==> config.mk <==
export PLATFORM = sky130hd
export DESIGN_NAME = quad_pwm
export DESIGN_NICKNAME = d
export VERILOG_FILES = /design/src/rtl/quad_pwm_pkg.sv /design/src/rtl/pwm_regs.sv /design/src/rtl/pwm_chan.sv /design/src/rtl/quad_pwm.sv
export SDC_FILE = /design/constraint.sdc
export NUM_CORES = 1
export LEC_CHECK = 0
export BUFFER_PORTS_ARGS = -buffer_cell sky130_fd_sc_hd__buf_4
export CAP_MARGIN = 25
export CORE_MARGIN = 4
export CORE_UTILIZATION = 49
export CTS_CLUSTER_SIZE = 28
export DETAILED_ROUTE_END_ITERATION = 10
export GPL_ROUTABILITY_DRIVEN = 0
export PLACE_DENSITY = 0.69
export SETUP_SLACK_MARGIN = 0.02
export SLEW_MARGIN = 40
export SYNTH_ARGS = -nofsm -noshare
export SYNTH_HDL_FRONTEND = slang
export SYNTH_SLANG_ARGS = --single-unit
==> constraint.sdc <==
create_clock -name clk -period 16.8 [get_ports clk]
set_input_delay 4.2 -clock clk [delete_from_list [all_inputs] [get_ports clk]]
set_output_delay 4.2 -clock clk [all_outputs]
set_load 0.01 [all_outputs]
==> src/rtl/quad_pwm_pkg.sv <==
package quad_pwm_pkg;
  localparam int BUS_AW = 6;
  localparam int BUS_DW = 32;

  // register map, fixed by software compatibility
  localparam int OFS_CTRL      = 'h00;
  localparam int OFS_DIV       = 'h24;
  localparam int OFS_PER_BASE  = 'h04;
  localparam int OFS_DUTY_BASE = 'h08;
  localparam int OFS_STRIDE    = 8;

  localparam int EN_LSB  = 0;
  localparam int POL_LSB = 8;
  localparam int TYP_LSB = 15;

  // divider fields are packed with channel 0 in the highest slot
  function automatic int div_lsb(input int ch, input int nch, input int w);
    return (nch - 1 - ch) * w;
  endfunction
endpackage

==> src/rtl/pwm_regs.sv <==
module pwm_regs
  import quad_pwm_pkg::*;
#(
  parameter int NCH   = 4,
  parameter int CNT_W = 16,
  parameter int PS_W  = 6
) (
  input  logic                        clk,
  input  logic                        srst_n,
  input  logic [BUS_AW-1:0]           addr,
  input  logic                        we,
  input  logic [BUS_DW-1:0]           wdata,
  output logic [BUS_DW-1:0]           rdata,
  output logic [NCH-1:0]              en_o,
  output logic [NCH-1:0]              pol_o,
  output logic [NCH-1:0][CNT_W-1:0]   per_o,
  output logic [NCH-1:0][CNT_W-1:0]   duty_o,
  output logic [NCH-1:0][PS_W-1:0]    div_o
);
  localparam int DIV_USED = NCH * PS_W;

  logic [NCH-1:0]            en_q,   en_n;
  logic [NCH-1:0]            pol_q,  pol_n;
  logic [NCH-1:0]            typ_q,  typ_n;
  logic [NCH-1:0][CNT_W-1:0] per_q,  per_n;
  logic [NCH-1:0][CNT_W-1:0] duty_q, duty_n;
  logic [NCH-1:0][PS_W-1:0]  div_q,  div_n;

  logic unused_wdata_hi;
  assign unused_wdata_hi = ^wdata[BUS_DW-1:DIV_USED];

  // next state: decode the write
  always_comb begin
    en_n   = en_q;
    pol_n  = pol_q;
    typ_n  = typ_q;
    per_n  = per_q;
    duty_n = duty_q;
    div_n  = div_q;
    if (we) begin
      for (int c = 0; c < NCH; c++) begin
        if (int'(addr) == OFS_CTRL) begin
          en_n[c]  = wdata[EN_LSB + c];
          pol_n[c] = wdata[POL_LSB + c];
          typ_n[c] = wdata[TYP_LSB + c];
        end
        if (int'(addr) == OFS_PER_BASE + OFS_STRIDE * c)
          per_n[c] = wdata[CNT_W-1:0];
        if (int'(addr) == OFS_DUTY_BASE + OFS_STRIDE * c)
          duty_n[c] = wdata[CNT_W-1:0];
        if (int'(addr) == OFS_DIV)
          div_n[c] = wdata[div_lsb(c, NCH, PS_W) +: PS_W];
      end
    end
  end

  always_ff @(posedge clk or negedge srst_n) begin
    if (!srst_n) begin
      en_q   <= '0;
      pol_q  <= '0;
      typ_q  <= '0;
      per_q  <= '0;
      duty_q <= '0;
      div_q  <= '0;
    end else begin
      en_q   <= en_n;
      pol_q  <= pol_n;
      typ_q  <= typ_n;
      per_q  <= per_n;
      duty_q <= duty_n;
      div_q  <= div_n;
    end
  end

  // combinational read path
  always_comb begin
    rdata = '0;
    for (int c = 0; c < NCH; c++) begin
      if (int'(addr) == OFS_CTRL) begin
        rdata[EN_LSB + c]  = en_q[c];
        rdata[POL_LSB + c] = pol_q[c];
        rdata[TYP_LSB + c] = typ_q[c];
      end
      if (int'(addr) == OFS_PER_BASE + OFS_STRIDE * c)
        rdata[CNT_W-1:0] = per_q[c];
      if (int'(addr) == OFS_DUTY_BASE + OFS_STRIDE * c)
        rdata[CNT_W-1:0] = duty_q[c];
      if (int'(addr) == OFS_DIV)
        rdata[div_lsb(c, NCH, PS_W) +: PS_W] = div_q[c];
    end
  end

  assign en_o   = en_q;
  assign pol_o  = pol_q;
  assign per_o  = per_q;
  assign duty_o = duty_q;
  assign div_o  = div_q;
endmodule

==> src/rtl/pwm_chan.sv <==
module pwm_chan #(
  parameter int CNT_W      = 16,
  parameter int PS_W       = 6,
  parameter int SETTLE_CYC = 20
) (
  input  logic             clk,
  input  logic             srst_n,
  input  logic             en,
  input  logic             pol,
  input  logic [CNT_W-1:0] per,
  input  logic [CNT_W-1:0] duty,
  input  logic [PS_W-1:0]  div,
  output logic             pwm,
  output logic             run_o
);
  localparam int SW = $clog2(SETTLE_CYC + 1);

  logic             run_q,    run_n;
  logic [SW-1:0]    settle_q, settle_n;
  logic [PS_W-1:0]  pre_q,    pre_n;
  logic [CNT_W-1:0] cnt_q,    cnt_n;
  logic [CNT_W-1:0] sh_per_q, sh_per_n;
  logic [CNT_W-1:0] sh_dut_q, sh_dut_n;
  logic [PS_W-1:0]  sh_div_q, sh_div_n;
  logic             tick, wrap, active;

  assign tick = run_q && (pre_q == sh_div_q);
  assign wrap = tick && (({1'b0, cnt_q} + (CNT_W+1)'(1)) >= {1'b0, sh_per_q});

  always_comb begin
    // settle guard: reload on the clock the channel leaves run
    settle_n = settle_q;
    if (run_q && !en)
      settle_n = SW'(SETTLE_CYC);
    else if (settle_q != '0)
      settle_n = settle_q - 1'b1;
    run_n = en && (settle_q == '0);

    pre_n    = pre_q;
    cnt_n    = cnt_q;
    sh_per_n = sh_per_q;
    sh_dut_n = sh_dut_q;
    sh_div_n = sh_div_q;
    if (!run_q) begin
      pre_n    = '0;
      cnt_n    = '0;
      sh_per_n = per;
      sh_dut_n = duty;
      sh_div_n = div;
    end else begin
      pre_n = tick ? '0 : pre_q + 1'b1;
      if (wrap) begin
        cnt_n    = '0;
        sh_per_n = per;
        sh_dut_n = duty;
        sh_div_n = div;
      end else if (tick) begin
        cnt_n = cnt_q + 1'b1;
      end
    end
  end

  always_ff @(posedge clk or negedge srst_n) begin
    if (!srst_n) begin
      run_q    <= 1'b0;
      settle_q <= '0;
      pre_q    <= '0;
      cnt_q    <= '0;
      sh_per_q <= '0;
      sh_dut_q <= '0;
      sh_div_q <= '0;
    end else begin
      run_q    <= run_n;
      settle_q <= settle_n;
      pre_q    <= pre_n;
      cnt_q    <= cnt_n;
      sh_per_q <= sh_per_n;
      sh_dut_q <= sh_dut_n;
      sh_div_q <= sh_div_n;
    end
  end

  assign active = run_q && (cnt_q < sh_dut_q);
  assign pwm    = pol ? active : !active;
  assign run_o  = run_q;
endmodule

==> src/rtl/quad_pwm.sv <==
module quad_pwm
  import quad_pwm_pkg::*;
#(
  parameter int NCH        = 4,
  parameter int CNT_W      = 16,
  parameter int PS_W       = 6,
  parameter int SETTLE_CYC = 20
) (
  input  logic              clk,
  input  logic              rst_n,
  input  logic [BUS_AW-1:0] bus_addr,
  input  logic              bus_we,
  input  logic [BUS_DW-1:0] bus_wdata,
  output logic [BUS_DW-1:0] bus_rdata,
  output logic [NCH-1:0]    pwm_out
);
  logic [1:0]                rs_q;
  logic                      srst_n;
  logic [NCH-1:0]            ch_en, ch_pol, ch_run;
  logic [NCH-1:0][CNT_W-1:0] ch_per, ch_duty;
  logic [NCH-1:0][PS_W-1:0]  ch_div;

  // asynchronous assert, synchronous release
  always_ff @(posedge clk or negedge rst_n) begin
    if (!rst_n) rs_q <= 2'b00;
    else        rs_q <= {rs_q[0], 1'b1};
  end
  assign srst_n = rs_q[1];

  pwm_regs #(.NCH(NCH), .CNT_W(CNT_W), .PS_W(PS_W)) u_regs (
    .clk(clk), .srst_n(srst_n),
    .addr(bus_addr), .we(bus_we), .wdata(bus_wdata), .rdata(bus_rdata),
    .en_o(ch_en), .pol_o(ch_pol), .per_o(ch_per), .duty_o(ch_duty),
    .div_o(ch_div)
  );

  for (genvar c = 0; c < NCH; c++) begin : g_ch
    pwm_chan #(.CNT_W(CNT_W), .PS_W(PS_W), .SETTLE_CYC(SETTLE_CYC)) u_chan (
      .clk(clk), .srst_n(srst_n),
      .en(ch_en[c]), .pol(ch_pol[c]),
      .per(ch_per[c]), .duty(ch_duty[c]), .div(ch_div[c]),
      .pwm(pwm_out[c]), .run_o(ch_run[c])
    );
  end
endmodule

==> results by group <==
Pwr
  • Power Density: 109.5 nW/µm²
  • Final Power: 0.002767 W
  • Leakage: 12.04 nW
  • VDD IR max: 0.08751 mV

Synthesis
  • Library cells used by synthesis: just over 80
  • Synth Instances: about 2000
  • Post-synth ARST share: 100.0%
  • Post-Syn Area per Cell: approximately 11 µm²
  • Yosys reg bits: 430
  • Main flop type after synthesis: dfrtp_1
  • Post-synth EDFFs: 0
  • Post-Syn Area: 22730 µm²
  • Post-synthesis sequential area ratio: between 40% and 50%
  • Yosys warns: 0

Placed design
  • PortBufs: 60
  • DP HPWL: 41.14 mm
  • DP Worst Slack: 6.143 ns

STA
  • RSZ-0062 raised after global routing: no
  • Endpoints failing hold: 0
  • Post-layout min period: 10.92 ns
  • Setup TNS: 0 ns
  • Slew HR: 45.30%
  • Fin. max-slew vios: 0
  • Hold slack: about 0.29 ns
  • Endpoints failing setup: 0
  • Worst Tran Pin Value: 0.8189 ns
  • Fmax: 91.61 MHz
  • Period utilization: 64.98%
  • Final WS setup: slightly below 6 ns
  • Setup Skew: around 0.013 ns

Layout
  • Area Growth Syn to Fin: 11.12%
  • Inserted Diodes: 0
  • Nets: 2223
  • Commonest non-fill, non-tap cell in the layout: dfrtp_1
  • Share of cells above drive strength 1: 24.30%
  • Footprint of the multi-input gates: roughly 11000 µm²
  • Storage element area: 10760 µm²
  • Commonest non-fill, non-tap cells in the layout: 429 x dfrtp_1, 290 x mux2_2, 169 x inv_1
  • Filler cells: between 3000 and 4000

Setup path
  • Cell Chain, Critical Path: buf_4, nor2_1, and3_1, a22oi_1, o21ai_0, a221oi_1, o211ai_1, buf_4
  • FF-to-FF path depth: 13
  • Highest-delay cell along the critical path: a221oi_1
  • CP max FO: 34
  • R2R Setup Slk: 12.08 ns
  • Worst setup EP type: primary output
  • R2r startpoint: g_ch[3].u_chan.cnt_q[5]
  • Critical path arrival: 6.72 ns
  • CP delay by family, top: compound AO/OA/AOI/OAI gates
  • CP Class: in2out
  • Reg-to-Reg End: g_ch[3].u_chan.sh_dut_q[9]
  • Most common cell on crit path: buf_4
  • Required time of the critical path: 12.60 ns
  • CP Buf/Inv Count: 2
  • Nature of the critical path startpoint: primary input
  • Max incr delay on CP: between 0.6 and 0.7 ns

Clock tree
  • Postcts setup bufs: 0
  • Post-CTS sizing: 0
  • Maximum clock path buffer count: 3
  • Clk slew on worst S/H paths: 0.06 ns
  • Clk sinks: 430
  • Cts-stage hold buffer count: 0
  • CTS Buf Count: 45
  • CTS root buf: clkbuf_16
  • Htree depth: 2
  • CTS tree: yes
  • Clk_lat worst skew: 0.58 ns

GRT
  • GRT Util Overall: 22.54%
  • Global-route wire length before repair: 90.22 mm
  • Largest net degree at the start of global routing: 110
  • Initial antenna violation count: 5
  • Number of global-route vias before repair: roughly 16000
  • Total gr overflow: 0

Floorplan
  • Chip Width: 223.4 µm
  • Core Area: approximately 46000 µm²
  • Core Rows: 78
  • IO Count: 77
  • Initial Utilization: approximately half
  • Die area: 49910 µm²
  • Die height: 223.4 µm

Detailed routing
  • Via-to-Cell Ratio: approximately 6
  • Post-route ant nets: 0
  • DRC: 0
  • DR pass1 iterations: 9
  • Initial DRC Count: 1546
  • Routed wire length: 55.82 mm
  • Avg WL per Cell: 20.88 µm
  • Via total after detailed routing: between 15000 and 20000

Status
  • Status: complete, no violations

Job
  • Number of max-cap violations: 0

Worst hold path
  • Type of the most critical hold path: reg2async
## state kept, by name, summed over array words and instances, names as in the netlist
| register | cells |
|---|---|
| u_regs.div_o | 24 |
| g_ch.u_chan.sh_div_q | 24 |
| g_ch.u_chan.settle_q | 20 |
| g_ch.u_chan.sh_per_q | 64 |
| u_regs.duty_o | 64 |
| u_regs.en_o | 4 |
| g_ch.u_chan.pre_q | 24 |
| g_ch.u_chan.sh_dut_q | 64 |
| u_regs.typ_q | 4 |
| g_ch.u_chan.cnt_q | 64 |
| u_regs.per_o | 64 |
| g_ch.u_chan.run_o | 4 |
| rs_q | 2 |
| u_regs.pol_o | 4 |
## through the flow
stage,cell area [µm²],std cells,util [%]
after global routing,25260,2674,55.43
after CTS,25260,2674,55.43
after floorplan,22760,2006,-
after detailed placement,23750,2595,52.11
after global placement,23640,2592,51.88
final,25260,2674,55.43
## layout make-up
type | instances | share of cell area [%]
Clock buffer | 58 | 4.977
Clock inverter | 21 | 1.010
Inverter | 169 | 2.511
Multi-Input combinational cell | 1319 | 43.33
Sequential cell | 430 | 42.61
Tap cell | 600 | 2.972
Timing Repair Buffer | 77 | 2.595
## synth_stat cells, types with 26 or more instances
master / count / area [µm²]
dfrtp_1: 430 / 10760
mux2_2: 290 / 3266
inv_1: 169 / 634.4
nand2_1: 148 / 555.5
ha_1: 140 / 1752
nor2_1: 76 / 285.3
xnor2_1: 64 / 560.5
nand3_1: 54 / 270.3
o21ai_0: 47 / 235.2
a21oi_1: 40 / 200.2
clkbuf_1: 32 / 120.1
xor2_1: 32 / 280.3
nand4_1: 29 / 181.4
nor2b_1: 26 / 162.7
## per-layer routing
metal	global-route usage (%)	vias to the layer above	wire, µm
met2	36.04	488	26000
met1	30.34	7864	23850
met4	7.735	6	1951
li1	-	7217	-
met3	5.342	119	3988
met5	0	-	34
## power by group
group / internal, W / switching [W]
Combinational: 0.000215 / 0.000228
Clock: 0.000606 / 0.000419
Sequential: 0.00117 / 0.000127
Total: 0.00199 / 0.000773
## cell families after synthesis
kind of cell               synth area share, %
muxes                                    16.62
and+or+nand+nor                          9.785
DFF                                      47.33
xor gates and xnor gates                 3.698
adders and majority gates                7.705
other                                  0.03303
AOI/OAI and AO/OA                        9.851
buffers and inverters                    4.981
## worst reg2reg max path, delay by kind of cell (launching register included)
kind            cells  cell delay [ns]
buf+inv             2             0.66
xor+xnor            1             0.25
compound gates      2             0.89
simple gates        6             1.42
flops               1             0.55
fa+ha+maj           1             0.40
mux                 1             0.44
## how the worst max path moves through the flow
| stage | cells past startpoint | end | start | slack [ns] |
|---|---|---|---|---|
| floorplan | 0 | g_ch[0].u_chan.cnt_q[0] | rs_q[1] | 3.93 |
| global placement | 6 | bus_rdata[10] | bus_addr[1] | 5.86 |
| detailed placement | 8 | bus_rdata[9] | bus_addr[1] | 6.14 |
| CTS | 8 | bus_rdata[9] | bus_addr[1] | 6.14 |
| global route | 8 | bus_rdata[13] | bus_addr[2] | 5.76 |
| finish | 8 | bus_rdata[13] | bus_addr[2] | 5.88 |
Note: power is estimated with default switching activity, not from simulation.
